[src/rtl/pcu_pkg.sv]
package pcu_pkg;
  typedef enum logic [2:0] {
    BR_SEQ  = 3'd0,
    BR_LONG = 3'd1,
    BR_PAGE = 3'd2,
    BR_REL  = 3'd3,
    BR_IND  = 3'd4,
    BR_RET  = 3'd5
  } br_kind_e;
endpackage

[src/rtl/pcu_cycle_tick.sv]
module pcu_cycle_tick #(
  parameter int CYC_DIV = 10
) (
  input  logic clk,
  input  logic rst,
  output logic tick
);
  localparam int CW = (CYC_DIV > 1) ? $clog2(CYC_DIV) : 1;
  localparam logic [CW-1:0] LAST = CW'(CYC_DIV - 1);

  logic [CW-1:0] cnt;

  always_ff @(posedge clk) begin
    if (rst) cnt <= '0;
    else if (cnt == LAST) cnt <= '0;
    else cnt <= cnt + 1'b1;
  end

  assign tick = (cnt == LAST) && !rst;


  cnt_range_chk: assert property (@(posedge clk) disable iff (rst)
    cnt <= LAST);

  tick_single_chk: assert property (@(posedge clk) disable iff (rst)
    tick |=> !tick);
endmodule

[src/rtl/pcu_target.sv]
module pcu_target
  import pcu_pkg::*;
#(
  parameter int PC_W   = 15,
  parameter int PAGE_W = 12,
  parameter int IND_W  = 8,
  parameter int REL_W  = 6
) (
  input  logic [PC_W-1:0]   pc,
  input  logic [2:0]        kind,
  input  logic [1:0]        ilen,
  input  logic [PC_W-1:0]   imm_long,
  input  logic [PAGE_W-1:0] imm_page,
  input  logic [REL_W-1:0]  rel_off,
  input  logic [IND_W-1:0]  acc,
  input  logic [PC_W-1:0]   ret_addr,
  output logic [PC_W-1:0]   nxt
);
  logic [PC_W-1:0] seq;
  logic [PC_W-1:0] rel_ext;
  logic [PC_W-1:0] page_tgt;
  logic [PC_W-1:0] ind_tgt;

  assign seq     = pc + {{(PC_W-2){1'b0}}, ilen};
  assign rel_ext = {{(PC_W-REL_W){rel_off[REL_W-1]}}, rel_off};

  generate
    if (PAGE_W < PC_W) begin : g_page
      assign page_tgt = {seq[PC_W-1:PAGE_W], imm_page};
    end else begin : g_page_full
      assign page_tgt = imm_page[PC_W-1:0];
    end
    if (IND_W < PC_W) begin : g_ind
      assign ind_tgt = {seq[PC_W-1:IND_W], acc};
    end else begin : g_ind_full
      assign ind_tgt = acc[PC_W-1:0];
    end
  endgenerate

  always_comb begin
    unique case (br_kind_e'(kind))
      BR_LONG: nxt = imm_long;
      BR_PAGE: nxt = page_tgt;
      BR_REL:  nxt = (rel_off == '0) ? seq : seq + rel_ext;
      BR_IND:  nxt = ind_tgt;
      BR_RET:  nxt = ret_addr;
      default: nxt = seq;
    endcase
  end
endmodule

[src/rtl/pcu_fetch_guard.sv]
module pcu_fetch_guard #(
  parameter int PC_W      = 15,
  parameter int MEM_BYTES = 8192
) (
  input  logic            clk,
  input  logic            rst,
  input  logic            load,
  input  logic [PC_W-1:0] nxt,
  output logic            trap_flag,
  output logic [PC_W-1:0] trap_addr
);
  localparam logic [PC_W:0] LIMIT = (PC_W+1)'(MEM_BYTES);

  logic oor;
  assign oor = {1'b0, nxt} >= LIMIT;

  always_ff @(posedge clk) begin
    if (rst) begin
      trap_flag <= 1'b0;
      trap_addr <= '0;
    end else if (load) begin
      trap_flag <= oor;
      trap_addr <= oor ? nxt : '0;
    end
  end


  trap_addr_zero_chk: assert property (@(posedge clk) disable iff (rst)
    !trap_flag |-> trap_addr == '0);

  trap_addr_range_chk: assert property (@(posedge clk) disable iff (rst)
    trap_flag |-> {1'b0, trap_addr} >= LIMIT);
endmodule

[src/rtl/pcu_next_addr.sv]
module pcu_next_addr
  import pcu_pkg::*;
#(
  parameter int PC_W      = 15,
  parameter int PAGE_W    = 12,
  parameter int IND_W     = 8,
  parameter int REL_W     = 6,
  parameter int CYC_DIV   = 10,
  parameter int MEM_BYTES = 8192
) (
  input  logic              clk,
  input  logic              rst,
  input  logic [2:0]        kind,
  input  logic [1:0]        ilen,
  input  logic [PC_W-1:0]   imm_long,
  input  logic [PAGE_W-1:0] imm_page,
  input  logic [REL_W-1:0]  rel_off,
  input  logic [IND_W-1:0]  acc,
  input  logic [PC_W-1:0]   ret_addr,
  output logic              cyc_en,
  output logic [PC_W-1:0]   pc,
  output logic              trap_flag,
  output logic [PC_W-1:0]   trap_addr
);
  logic [PC_W-1:0] nxt;

  pcu_cycle_tick #(.CYC_DIV(CYC_DIV)) u_tick (
    .clk  (clk),
    .rst  (rst),
    .tick (cyc_en)
  );

  pcu_target #(
    .PC_W(PC_W), .PAGE_W(PAGE_W), .IND_W(IND_W), .REL_W(REL_W)
  ) u_target (
    .pc       (pc),
    .kind     (kind),
    .ilen     (ilen),
    .imm_long (imm_long),
    .imm_page (imm_page),
    .rel_off  (rel_off),
    .acc      (acc),
    .ret_addr (ret_addr),
    .nxt      (nxt)
  );

  always_ff @(posedge clk) begin
    if (rst) pc <= '0;
    else if (cyc_en) pc <= nxt;
  end

  pcu_fetch_guard #(.PC_W(PC_W), .MEM_BYTES(MEM_BYTES)) u_guard (
    .clk       (clk),
    .rst       (rst),
    .load      (cyc_en),
    .nxt       (nxt),
    .trap_flag (trap_flag),
    .trap_addr (trap_addr)
  );


  pc_hold_chk: assert property (@(posedge clk) disable iff (rst)
    !cyc_en |=> $stable(pc));

  long_load_chk: assert property (@(posedge clk) disable iff (rst)
    (cyc_en && kind == 3'd1) |=> pc == $past(imm_long));

  ret_load_chk: assert property (@(posedge clk) disable iff (rst)
    (cyc_en && kind == 3'd5) |=> pc == $past(ret_addr));

  page_low_chk: assert property (@(posedge clk) disable iff (rst)
    (cyc_en && kind == 3'd2) |=> pc[PAGE_W-1:0] == $past(imm_page));
endmodule

[config.mk]
export PLATFORM = sky130hd
export DESIGN_NAME = pcu_next_addr
export DESIGN_NICKNAME = d
export VERILOG_FILES = /design/src/rtl/pcu_pkg.sv /design/src/rtl/pcu_cycle_tick.sv /design/src/rtl/pcu_target.sv /design/src/rtl/pcu_fetch_guard.sv /design/src/rtl/pcu_next_addr.sv
export SDC_FILE = /design/constraint.sdc
export NUM_CORES = 1
export LEC_CHECK = 0
export ABC_CLOCK_PERIOD_IN_PS = 3100
export BUFFER_PORTS_ARGS = -buffer_cell sky130_fd_sc_hd__buf_2
export CAP_MARGIN = 20
export CORE_UTILIZATION = 47
export DETAILED_ROUTE_END_ITERATION = 8
export PLACE_DENSITY = 0.85
export SYNTH_ARGS = -nofsm -noshare
export SYNTH_HDL_FRONTEND = slang
export SYNTH_SLANG_ARGS = --single-unit
[constraint.sdc]
create_clock -name clk -period 3.1 [get_ports clk]
set_clock_uncertainty 0.1 [all_clocks]
set_input_delay 0.155 -clock clk [delete_from_list [all_inputs] [get_ports clk]]
set_output_delay 0.155 -clock clk [all_outputs]
set_load 0.01 [all_outputs]
==> summary.md <==
| Metric | Value |
|---|---|
| Via Count | `3693` |
| Synth Register Bits | `35` |
| Power share of the combinational group | `25.2%` |
| Post-Syn Nets | `459` |
| Cells along the critical path | `ha_4 > fa_2 > nand3_4 > buf_6 > nor3b_4 > xor2_2 > ha_1 > and3_4 > a32o_1 > a31oi_1 > mux2i_1 > o211ai_1 > buf_6 > a22o_1 > a21o_1` |
| # rows | `28` |
| GRT Util Overall | `31.41%` |
| Post-synthesis sequential area ratio | `24.18%` |
| Critical path startpoint category | `flop` |
| Fin util | `73.94%` |
| CP peak stage delay | `0.36 ns` |
| Synth cell types | `54` |
| CP delay by family, top | `compound AO/OA/AOI/OAI gates` |
| Normalized max-slew margin | `49.69%` |
| EDFF count, synth | `0` |
| Worst path arrival time | `3.52 ns` |
| DRT Wirelength | `10660 um` |
| Router iterations before antenna repair | `5` |
| Die area | `6483 sq um` |
| Final worst-path cycle share | `110.8%` |
| Most frequent CP cell | `buf_6` |
| IO Count | `95` |
| Largest net degree at the start of global routing | `31` |
| Worst Path Max Fanout | `14` |
| Flop pwr share | `43.6%` |
| Main synth FF type | `dfxtp_1` |
| Switching power total | `295.3 uW` |
| Mapped Area | `2898 sq um` |
| Initial DRC Count | `359` |
| CTS tree | `yes` |
| H-tree levels | `2` |
| Final worst slack | `-0.3355 ns` |
| Asr flop ratio synth | `0%` |
| Gpl congestion | `0.9471` |
| Synth Instances | `374` |
| Num CTS Buffers | `5` |
| Mean Syn Cell Area | `7.748 sq um` |
| Setup TNS | `-5.442 ns` |
| Die Height | `80.52 um` |
| # setup viols final | `21` |
| Synthesis-to-layout area growth | `51.08%` |
| Critical Path Sink Type | `flop` |
| Hold Violations, Final | `0` |
| Leading cell type in the layout, fill and taps excluded | `buf_2` |
| Via density | `6.094` |
| Initial antenna violation count | `0` |
| Max Transition Viols Final | `0` |
| Share of layout cells above drive strength 1 | `43.69%` |
| LEAKAGE | `0.002166 uW` |
| Drt drc | `0` |
| Sw frac | `28.22%` |
| Least-Margin Pin Slew | `0.7477 ns` |
| Clk sink count | `35` |
| Root buffer selected by CTS | `clkbuf_8` |
| Max Root-Sink Buffers | `2` |
| P_int | `751.0 uW` |
| CP Data Required Time | `3.18 ns` |
| Fillers | `417` |
| Die width | `80.52 um` |
| Post-Layout Cell Count | `606` |
| Buf/Inv on CP | `2` |
| Antenna Nets Post-Route | `0` |
| Max Cap Viol | `0` |
| Most frequent cells in the layout | `94 x buf_2, 65 x buf_4, 50 x nand2_1` |
| Crit Path Category | `flop to flop` |
| # port buffers | `94` |
| Worst-path clk slew | `0.07 ns` |
| Vias in the first global route | `3423` |
| Cts hold-fix bufs | `0` |
| Core box area | `5921 sq um` |
| VDD IR max | `458.8 uV` |
| DR WL/cell | `17.59 um` |
| Placed insts | `582` |
| ANT cells | `0` |
| Failing checks | `setup timing` |
| Setup slack after placement | `-0.3564 ns` |
| Status | `finished, violations left` |
| Min Tclk post-route | `3.435 ns` |
| First-pass GRT wire length | `15770 um` |
| CP max stage cell | `dfxtp_4` |
| Clk network pwr share | `31.2%` |
| Power density over the cells | `239.0 nW/um^2` |
| Hold crit path type | `primary input to flop` |
| Congestion Overflow GR | `0` |
| Starting Density | `48.94%` |
| Max Freq | `291.1 MHz` |
| Synth warn | `0` |
| RSZ-0062 raised after global routing | `true` |
| Final #Nets | `616` |
| Clock Latency Late Sink | `0.28 ns` |
| HPWL after detailed placement | `7153 um` |
power by group through the flow:
stage / sequential [uW] / clock, uW / combinational, uW
floorplan: 466 / 0 / 131
global placement: 466 / 0 / 225
global route: 457 / 350 / 283
CTS: 456 / 335 / 249
detailed placement: 466 / 0 / 233
finish: 456 / 326 / 264
repair_timing:
action | CTS | global route
setup buffers | 12 | 5
endpoints found under the hold margin | 0 | 0
gates cloned | 1 | 0
resized for setup | 35 | 21
setup endpoints to repair | 20 | 23
pin swaps | 24 | 6
metal layers:
metal	vias up	GRT usage [%]	share of wire (%)
met5	-	0	0
met1	1742	37.95	41
met3	32	5.568	8.4
li1	1701	-	-
met2	218	53.64	48
met4	0	14.29	3.2
path summary, 6_finish.rpt:
kind              depth (start not counted)  slack, ns                    end                  start
setup reg to reg                         15      -0.34   u_guard.trap_addr[6]                  pc[0]
setup / recovery                         15      -0.34   u_guard.trap_addr[6]                  pc[0]
hold / removal                            3       0.11          u_tick.cnt[1]                    rst
hold reg to reg                           2       0.35  u_guard.trap_addr[13]  u_guard.trap_addr[13]
through the flow:
stage / cell area, sq um / power (uW) / hold slack, ns
after floorplan: 3015 / 596.7 / 0.2585
after global placement: 3926 / 691.1 / 0.3317
after detailed placement: 3926 / 699.4 / 0.3301
after CTS: 4244 / 1040 / 0.09736
after global routing: 4378 / 1090 / 0.1291
final: 4378 / 1046 / 0.1138
flip-flops by register name, indices dropped and copies added, names as in the netlist:
name,cells
pc,15
u_guard.trap_addr,15
u_guard.trap_flag,1
u_tick.cnt,4
worst reg2reg max path, stage by stage (launching register included):
cell	delay, ns
dfxtp_4	0.36
ha_4	0.13
fa_2	0.25
nand3_4	0.12
buf_6	0.15
nor3b_4	0.24
xor2_2	0.23
ha_1	0.31
and3_4	0.19
a32o_1	0.21
a31oi_1	0.19
mux2i_1	0.21
o211ai_1	0.12
buf_6	0.18
a22o_1	0.20
a21o_1	0.15
Yosys cell counts, types with 3 or more instances:
| cell | number | area (sq um) |
|---|---|---|
| a22o_1 | 5 | 43.79 |
| mux2i_1 | 9 | 90.09 |
| or2_2 | 3 | 18.77 |
| inv_1 | 15 | 56.30 |
| nor3b_1 | 4 | 30.03 |
| xor2_1 | 8 | 70.07 |
| a211o_1 | 3 | 26.28 |
| mux2_2 | 9 | 101.4 |
| clkbuf_1 | 12 | 45.04 |
| o211ai_1 | 8 | 60.06 |
| nand3_1 | 9 | 45.04 |
| a32oi_1 | 4 | 35.03 |
| a22oi_1 | 12 | 90.09 |
| nor2_1 | 29 | 108.9 |
| o21ai_1 | 7 | 35.03 |
| nand4_1 | 3 | 18.77 |
| nor3_1 | 5 | 25.02 |
| and3_1 | 3 | 18.77 |
| ha_1 | 20 | 250.2 |
| a21o_1 | 9 | 67.56 |
| a31oi_1 | 3 | 18.77 |
| a21oi_1 | 22 | 110.1 |
| o21ai_0 | 20 | 100.1 |
| o31ai_1 | 3 | 22.52 |
| nand2_1 | 53 | 198.9 |
| or3_1 | 4 | 25.02 |
| a21boi_0 | 4 | 30.03 |
| and2_1 | 3 | 18.77 |
| dfxtp_1 | 35 | 700.7 |
| xnor2_1 | 9 | 78.83 |
| a221oi_1 | 9 | 78.83 |
kinds of logic (layout without fill, tap and decap cells):
kind of cell    Yosys count  after routing  synth area share (%)
simple gates            129            129                 21.07
compound gates          122            122                 28.80
flops                    35             35                 24.18
buf+inv                  31            188                 4.188
fa+ha+maj                22             22                 10.02
mux                      18             18                 6.606
xor+xnor                 17             17                 5.138
final cells by class:
class,instances,area [sq um],area share (%)
Clock inverter,1,5.005,0.1143
Clock buffer,6,82.58,1.886
Inverter,15,56.30,1.286
Sequential cell,35,708.2,16.18
Tap cell,75,93.84,2.143
Multi-Input combinational cell,308,2395,54.70
Timing Repair Buffer,166,1037,23.69
Power figures use the tool's default switching activity.
